## src/rtl/pxs_pkg.sv

```systemverilog
package pxs_pkg;
  localparam int PLANES       = 4;
  localparam int BYTE_W       = 8;
  localparam int PIX_W        = PLANES;
  localparam int PIX_PER_LOAD = BYTE_W;
  localparam int IDX_W        = $clog2(PIX_PER_LOAD);
  localparam int SYNC_STAGES  = 2;

  typedef enum logic [1:0] {
    MODE_SINGLE = 2'b00,
    MODE_PAIR   = 2'b01,
    MODE_NIBBLE = 2'b10,
    MODE_RSVD   = 2'b11
  } shift_mode_e;

  typedef logic [PLANES-1:0][BYTE_W-1:0] plane_set_t;
endpackage

```

## src/rtl/pxs_reset_sync.sv

```systemverilog
module pxs_reset_sync #(
  parameter int STAGES = 2
) (
  input  logic clk,
  input  logic rst_n,
  output logic rst_sync_n
);
  logic [STAGES-1:0] chain_q;
  logic [STAGES-1:0] chain_d;

  always_comb begin
    chain_d = {chain_q[STAGES-2:0], 1'b1};
  end

  always_ff @(posedge clk or negedge rst_n) begin
    if (!rst_n) chain_q <= '0;
    else        chain_q <= chain_d;
  end

  assign rst_sync_n = chain_q[STAGES-1];
endmodule

```

## src/rtl/pxs_plane_store.sv

```systemverilog
module pxs_plane_store
  import pxs_pkg::*;
(
  input  logic        clk,
  input  logic        rst_n,
  input  logic        load_i,
  input  plane_set_t  planes_i,
  input  shift_mode_e mode_i,
  input  logic        lsb_first_i,
  output plane_set_t  planes_o,
  output shift_mode_e mode_o,
  output logic        lsb_first_o
);
  plane_set_t  planes_q, planes_d;
  shift_mode_e mode_q, mode_d;
  logic        dir_q, dir_d;

  always_comb begin
    planes_d = planes_q;
    mode_d   = mode_q;
    dir_d    = dir_q;
    if (load_i) begin
      planes_d = planes_i;
      mode_d   = mode_i;
      dir_d    = lsb_first_i;
    end
  end

  always_ff @(posedge clk or negedge rst_n) begin
    if (!rst_n) begin
      planes_q <= '0;
      mode_q   <= MODE_SINGLE;
      dir_q    <= 1'b0;
    end else begin
      planes_q <= planes_d;
      mode_q   <= mode_d;
      dir_q    <= dir_d;
    end
  end

  assign planes_o    = planes_q;
  assign mode_o      = mode_q;
  assign lsb_first_o = dir_q;
endmodule

```

## src/rtl/pxs_sequencer.sv

```systemverilog
module pxs_sequencer
  import pxs_pkg::*;
(
  input  logic             clk,
  input  logic             rst_n,
  input  logic             load_i,
  input  logic             pix_en_i,
  output logic [IDX_W-1:0] idx_o,
  output logic             active_o,
  output logic             need_data_o
);
  localparam logic [IDX_W-1:0] LAST_IDX = IDX_W'(PIX_PER_LOAD - 1);
  localparam logic [IDX_W-1:0] PRE_LAST = IDX_W'(PIX_PER_LOAD - 2);

  logic [IDX_W-1:0] idx_q, idx_d;
  logic             act_q, act_d;
  logic             nd_q, nd_d;
  logic             advance;

  assign advance = pix_en_i && act_q && !load_i;

  always_comb begin
    idx_d = idx_q;
    act_d = act_q;
    nd_d  = 1'b0;
    if (load_i) begin
      idx_d = '0;
      act_d = 1'b1;
    end else if (advance) begin
      if (idx_q == LAST_IDX) begin
        idx_d = '0;
        act_d = 1'b0;
      end else begin
        idx_d = idx_q + 1'b1;
        nd_d  = (idx_q == PRE_LAST);
      end
    end
  end

  always_ff @(posedge clk or negedge rst_n) begin
    if (!rst_n) begin
      idx_q <= '0;
      act_q <= 1'b0;
      nd_q  <= 1'b0;
    end else begin
      idx_q <= idx_d;
      act_q <= act_d;
      nd_q  <= nd_d;
    end
  end

  assign idx_o       = idx_q;
  assign active_o    = act_q;
  assign need_data_o = nd_q;
endmodule

```

## src/rtl/pxs_pixel_mux.sv

```systemverilog
module pxs_pixel_mux
  import pxs_pkg::*;
(
  input  plane_set_t       planes_i,
  input  shift_mode_e      mode_i,
  input  logic             lsb_first_i,
  input  logic [IDX_W-1:0] idx_i,
  input  logic             active_i,
  output logic [PIX_W-1:0] pix_o
);
  logic [IDX_W-1:0] rev_idx;
  logic [PIX_W-1:0] single_pix;
  logic [PIX_W-1:0] pair_pix;
  logic [PIX_W-1:0] nib_pix;
  logic [PIX_W-1:0] sel_pix;

  assign rev_idx = IDX_W'(PIX_PER_LOAD - 1) - idx_i;

  // Single shift: one bit per plane, plane n feeds bit n.
  for (genvar n = 0; n < PLANES; n++) begin : g_single
    assign single_pix[n] = planes_i[n][rev_idx];
  end

  // Interleaved: pairs from planes 0/2, then from planes 1/3.
  logic [1:0]       lo_plane, hi_plane;
  logic [1:0]       pair_no;
  logic [IDX_W-1:0] pos_hi, pos_lo;

  always_comb begin
    pair_no  = idx_i[1:0];
    lo_plane = {1'b0, idx_i[2]};
    hi_plane = {1'b1, idx_i[2]};
    pos_hi   = {~pair_no, 1'b1};
    pos_lo   = {~pair_no, 1'b0};
    pair_pix = {planes_i[hi_plane][pos_hi], planes_i[hi_plane][pos_lo],
                planes_i[lo_plane][pos_hi], planes_i[lo_plane][pos_lo]};
  end

  // 256-colour: a nibble per pixel, two pixels per plane.
  logic [1:0] nib_plane;
  logic       take_upper;

  always_comb begin
    nib_plane  = idx_i[2:1];
    take_upper = (idx_i[0] == lsb_first_i);
    nib_pix    = take_upper ? planes_i[nib_plane][BYTE_W-1 -: PIX_W]
                            : planes_i[nib_plane][PIX_W-1:0];
  end

  always_comb begin
    case (mode_i)
      MODE_PAIR:   sel_pix = pair_pix;
      MODE_NIBBLE: sel_pix = nib_pix;
      default:     sel_pix = single_pix;
    endcase
    pix_o = active_i ? sel_pix : '0;
  end
endmodule

```

## src/rtl/planar_pixel_shifter.sv

```systemverilog
module planar_pixel_shifter
  import pxs_pkg::*;
(
  input  logic             clk,
  input  logic             rst_n,
  input  logic             load,
  input  logic [BYTE_W-1:0] plane0,
  input  logic [BYTE_W-1:0] plane1,
  input  logic [BYTE_W-1:0] plane2,
  input  logic [BYTE_W-1:0] plane3,
  input  logic [1:0]       mode,
  input  logic             lsb_first,
  input  logic             pix_en,
  output logic [PIX_W-1:0] pix_out,
  output logic             need_data
);
  logic             rst_sync_n;
  plane_set_t       planes_in, planes_held;
  shift_mode_e      mode_held;
  logic             dir_held;
  logic [IDX_W-1:0] idx;
  logic             active;

  assign planes_in = {plane3, plane2, plane1, plane0};

  pxs_reset_sync #(.STAGES(SYNC_STAGES)) u_rst (
    .clk        (clk),
    .rst_n      (rst_n),
    .rst_sync_n (rst_sync_n)
  );

  pxs_plane_store u_store (
    .clk         (clk),
    .rst_n       (rst_sync_n),
    .load_i      (load),
    .planes_i    (planes_in),
    .mode_i      (shift_mode_e'(mode)),
    .lsb_first_i (lsb_first),
    .planes_o    (planes_held),
    .mode_o      (mode_held),
    .lsb_first_o (dir_held)
  );

  pxs_sequencer u_seq (
    .clk         (clk),
    .rst_n       (rst_sync_n),
    .load_i      (load),
    .pix_en_i    (pix_en),
    .idx_o       (idx),
    .active_o    (active),
    .need_data_o (need_data)
  );

  pxs_pixel_mux u_mux (
    .planes_i    (planes_held),
    .mode_i      (mode_held),
    .lsb_first_i (dir_held),
    .idx_i       (idx),
    .active_i    (active),
    .pix_o       (pix_out)
  );
endmodule

```

## config.mk

```make
export PLATFORM = sky130hd
export DESIGN_NAME = planar_pixel_shifter
export DESIGN_NICKNAME = d
export VERILOG_FILES = /design/src/rtl/pxs_pkg.sv /design/src/rtl/pxs_reset_sync.sv /design/src/rtl/pxs_plane_store.sv /design/src/rtl/pxs_sequencer.sv /design/src/rtl/pxs_pixel_mux.sv /design/src/rtl/planar_pixel_shifter.sv
export SDC_FILE = /design/constraint.sdc
export NUM_CORES = 1
export LEC_CHECK = 0
export ABC_AREA = 1
export CAP_MARGIN = 20
export CORE_MARGIN = 2
export CORE_UTILIZATION = 57
export CTS_CLUSTER_SIZE = 10
export DETAILED_ROUTE_END_ITERATION = 10
export DONT_BUFFER_PORTS = 1
export PLACE_DENSITY = 0.74
export SYNTH_ARGS = -nofsm -noshare
export SYNTH_HDL_FRONTEND = slang
export SYNTH_SLANG_ARGS = --single-unit
```

## constraint.sdc

```tcl
create_clock -name clk -period 1.23 [get_ports clk]
set_input_delay 0.123 -clock clk [delete_from_list [all_inputs] [get_ports clk]]
set_output_delay 0.123 -clock clk [all_outputs]
set_load 0.05 [all_outputs]
```

==> impl_results.md <==
* Data arrival, critical path at 1830 ps
* Routability congestion estimate at 0.9325
* Area delta synth->final at 24.79%
* Sw power at 1.331 mW
* Hold slack at -83.44 ps
* Layout cells sized above 1 at 21.26%
* Post-synth top flop: dfrtp_1
* Reg2reg end: u_seq.need_data_o
* Top cells by count, synth: nand2_1, nand3_1, inv_1, dfrtp_1, o21ai_0
* Pwr per Cell Area at 1135 nW/um^2
* Antenna viol nets, final at 0
* GRT overflow at 0
* Synthesized area at 2630 sq um
* Vias per cell at 5.648
* Wire per inst at 15.10 microns
* Placed cell area at 2924 sq um
* Seq/Total Area, Yosys at 39.96%
* FFs w/ async S/R, synth at 100.0%
* Synth cell types at 17
* Maximum fanout along the worst path at 7
* Max-Cap Viols at 0
* Slew Limit Fails at 0
* Crit path capture: pix_out[0]
* Max Clock Freq at 0.5112 GHz
* Logic pwr share at 32.1%
* Via Count at 2711
* Flop pwr share at 42.6%
* # setup viols final at 9
* Critical Path End Type: primary output
* Worst-path clk slew at 80 ps
* Leakage at 1.669 nW
* Yosys warning count at 0
* Clock sinks at 42
* Cell taking the most area after synthesis: dfrtp_1
* Worst hold path class: primary input to register
* Top post-synthesis cells by area: dfrtp_1, nand2_1, nand3_1, o21ai_0, inv_1
* Inserted Clock Buffers at 5
* Reg-to-Reg Start: u_seq.idx_o[0]
* P_int at 2.395 mW
* Die X at 71.93 microns
* Port bufs at 0
* Clk_skew at 4.191 ps
* Startpoint types: register
* Setup Crit Path Kind: register to primary output
* Final core utilization at 74.35%
* Synthesized flop and latch total at 42
* Post-Syn Area per Cell at 6.641 sq um
* Total GRT Usage at 28.71%
* # DRC at 0
* Design Area, Final at 3282 sq um
* Core Area at 4414 sq um
* Critical path's slowest cell: dfrtp_2
* Pre-antenna DRT Iters at 6
* DR iter-0 viols at 372
* Initial Utilization at 59.58%
* Worst-case clock buffer depth at 2
* Most used cell, CP: nand3_1
* Worst reg2reg path depth at 5
* Top-count cell post-synth: nand2_1
* Max incr delay on CP at 520 ps
* Vias in the first global route at 2463
* Run status: finished, violations left
* Total Nets Final at 471
* Violated checks: negative hold slack, negative setup slack
* First-pass GRT wire length at 11570 microns
* Mapped Cells at 396
* Antenna diodes at 0
* H-Tree Level Count at 2
* Crit path launch: u_seq.idx_o[0]
* Peak VDD IR at 0.0006999 V
* Top cell type's share of synthesized area at 39.96%
* Top Ports at 44
* Post-synth EDFFs at 0
* Chip Height at 71.93 microns
* Final Hold Viols at 34
* Final period utilization at 159.1%
* R2R Setup Slk at -270 ps
* Post-synth net total at 440
* Worst setup margin at -726.4 ps
* Largest net degree at the start of global routing at 71
* CTS tree: yes
* CTS root buf: clkbuf_8
* Initial antenna violation count at 0
* Unrepaired setup endpoints after global routing: yes
* Switching Fraction at 35.72%
* Clock power share at 25.3%
* Final Critical Period at 1956 ps
* Total Routed Length at 7250 microns
* Post-CTS Hold Buffers at 12
* DP Wirelength at 4790 microns
* Die area at 5173 sq um
* Req. time, crit path at 1110 ps
* Clk_lat worst skew at 300 ps
* Setup bufs post-CTS at 0
* Crit path cell chain: buf_6 -> xnor2_4 -> nand3_1 -> nand3_1 -> nand3_2 -> nand2_2 -> clkinvlp_4
* Row cnt at 24
==> cell usage in the layout, fill, tap and decap left out, types with 5 or more instances in the layout <==
| master | instances |
|---|---|
| nand2_1 | 143 |
| buf_6 | 6 |
| nand3_1 | 69 |
| ha_1 | 5 |
| clkbuf_8 | 6 |
| nand3_2 | 17 |
| dlygate4sd3_1 | 6 |
| nand2_2 | 5 |
| dfrtp_1 | 38 |
| buf_4 | 32 |
| inv_2 | 5 |
| o21ai_0 | 33 |
| inv_1 | 36 |
==> worst max-delay path, delay by kind of cell, from the launching register on <==
family | cells | cell delay [ps]
xor+xnor | 1 | 220
simple gates | 4 | 380
flops | 1 | 520
buf+inv | 2 | 400
==> per-stage QoR <==
step,hold WS (ps),worst slack (ps),cells,setup TNS [ps],power [mW]
2_1_floorplan,-172.6,-242.2,396,-921.3,2.391
3_3_place_gp,-172.6,-458.8,464,-2637,2.633
3_5_place_dp,-172.6,-446.9,464,-2729,2.653
4_1_cts,-75.43,-663.8,484,-3610,3.671
5_1_grt,-74.96,-774.8,480,-4381,3.900
6_report,-83.44,-726.4,480,-3829,3.725
==> worst min-delay path by stage <==
| stage | end | depth (start not counted) | startpoint | slack, ps |
|---|---|---|---|---|
| 4_1_cts | u_store.planes_o[23] | 1 | load | -80 |
| 2_1_floorplan | u_rst.chain_q[0] | 0 | rst_n | -170 |
| 3_3_place_gp | u_rst.chain_q[0] | 0 | rst_n | -170 |
| 6_report | u_store.planes_o[23] | 1 | load | -80 |
| 5_1_grt | u_store.planes_o[23] | 1 | load | -70 |
| 3_5_place_dp | u_rst.chain_q[1] | 0 | rst_n | -170 |
==> per-layer routing <==
layer	GRT usage, %	share of wire (%)
met1	38.36	41
met2	47.02	48
met4	12.16	3.3
met3	4.167	7.8
met5	0	0
==> power groups by stage <==
stage / Clock [mW] / Combinational, mW / Sequential [mW]
floorplan: 0 / 0.802 / 1.59
global placement: 0 / 1.04 / 1.60
detailed placement: 0 / 1.05 / 1.60
CTS: 0.950 / 1.14 / 1.58
global route: 0.994 / 1.31 / 1.60
finish: 0.942 / 1.20 / 1.59
==> layout make-up <==
type                       count  area (sq um)
clock buffer                   7         86.33
clock inverter                 1         5.005
fill                         348          1132
inverter                      48         210.2
multi-input combinational    282          1401
sequential                    42          1056
tap                           52         65.06
timing repair buffer          48         457.9
==> kinds of logic (layout without fill, tap and decap cells) <==
| group | after synthesis | count (layout) | share of synthesized area, % |
|---|---|---|---|
| compound gates | 36 | 36 | 6.898 |
| xor+xnor | 2 | 2 | 0.6662 |
| fa+ha+maj | 5 | 5 | 2.379 |
| buf+inv | 72 | 104 | 11.80 |
| flops | 42 | 42 | 39.96 |
| other cells | 1 | 1 | 0.1426 |
| simple gates | 238 | 238 | 38.15 |
==> what timing repair did <==
| action | CTS | global route |
|---|---|---|
| endpoints found under the hold margin | 38 | 33 |
| setup endpoints to repair | 9 | 15 |
| gates resized for setup | 14 | 30 |
| pin swaps | 1 | 8 |
| cloned | 0 | 2 |
==> sequential cells by signal, indices dropped and copies added, names as in the netlist <==
register and flops:
u_store.lsb_first_o 1, u_store.planes_o 32, u_seq.active_o 1, u_rst.chain_q 2, u_seq.idx_o 3, u_seq.need_data_o 1, u_store.mode_o 2
Power figures use the tool's default switching activity.
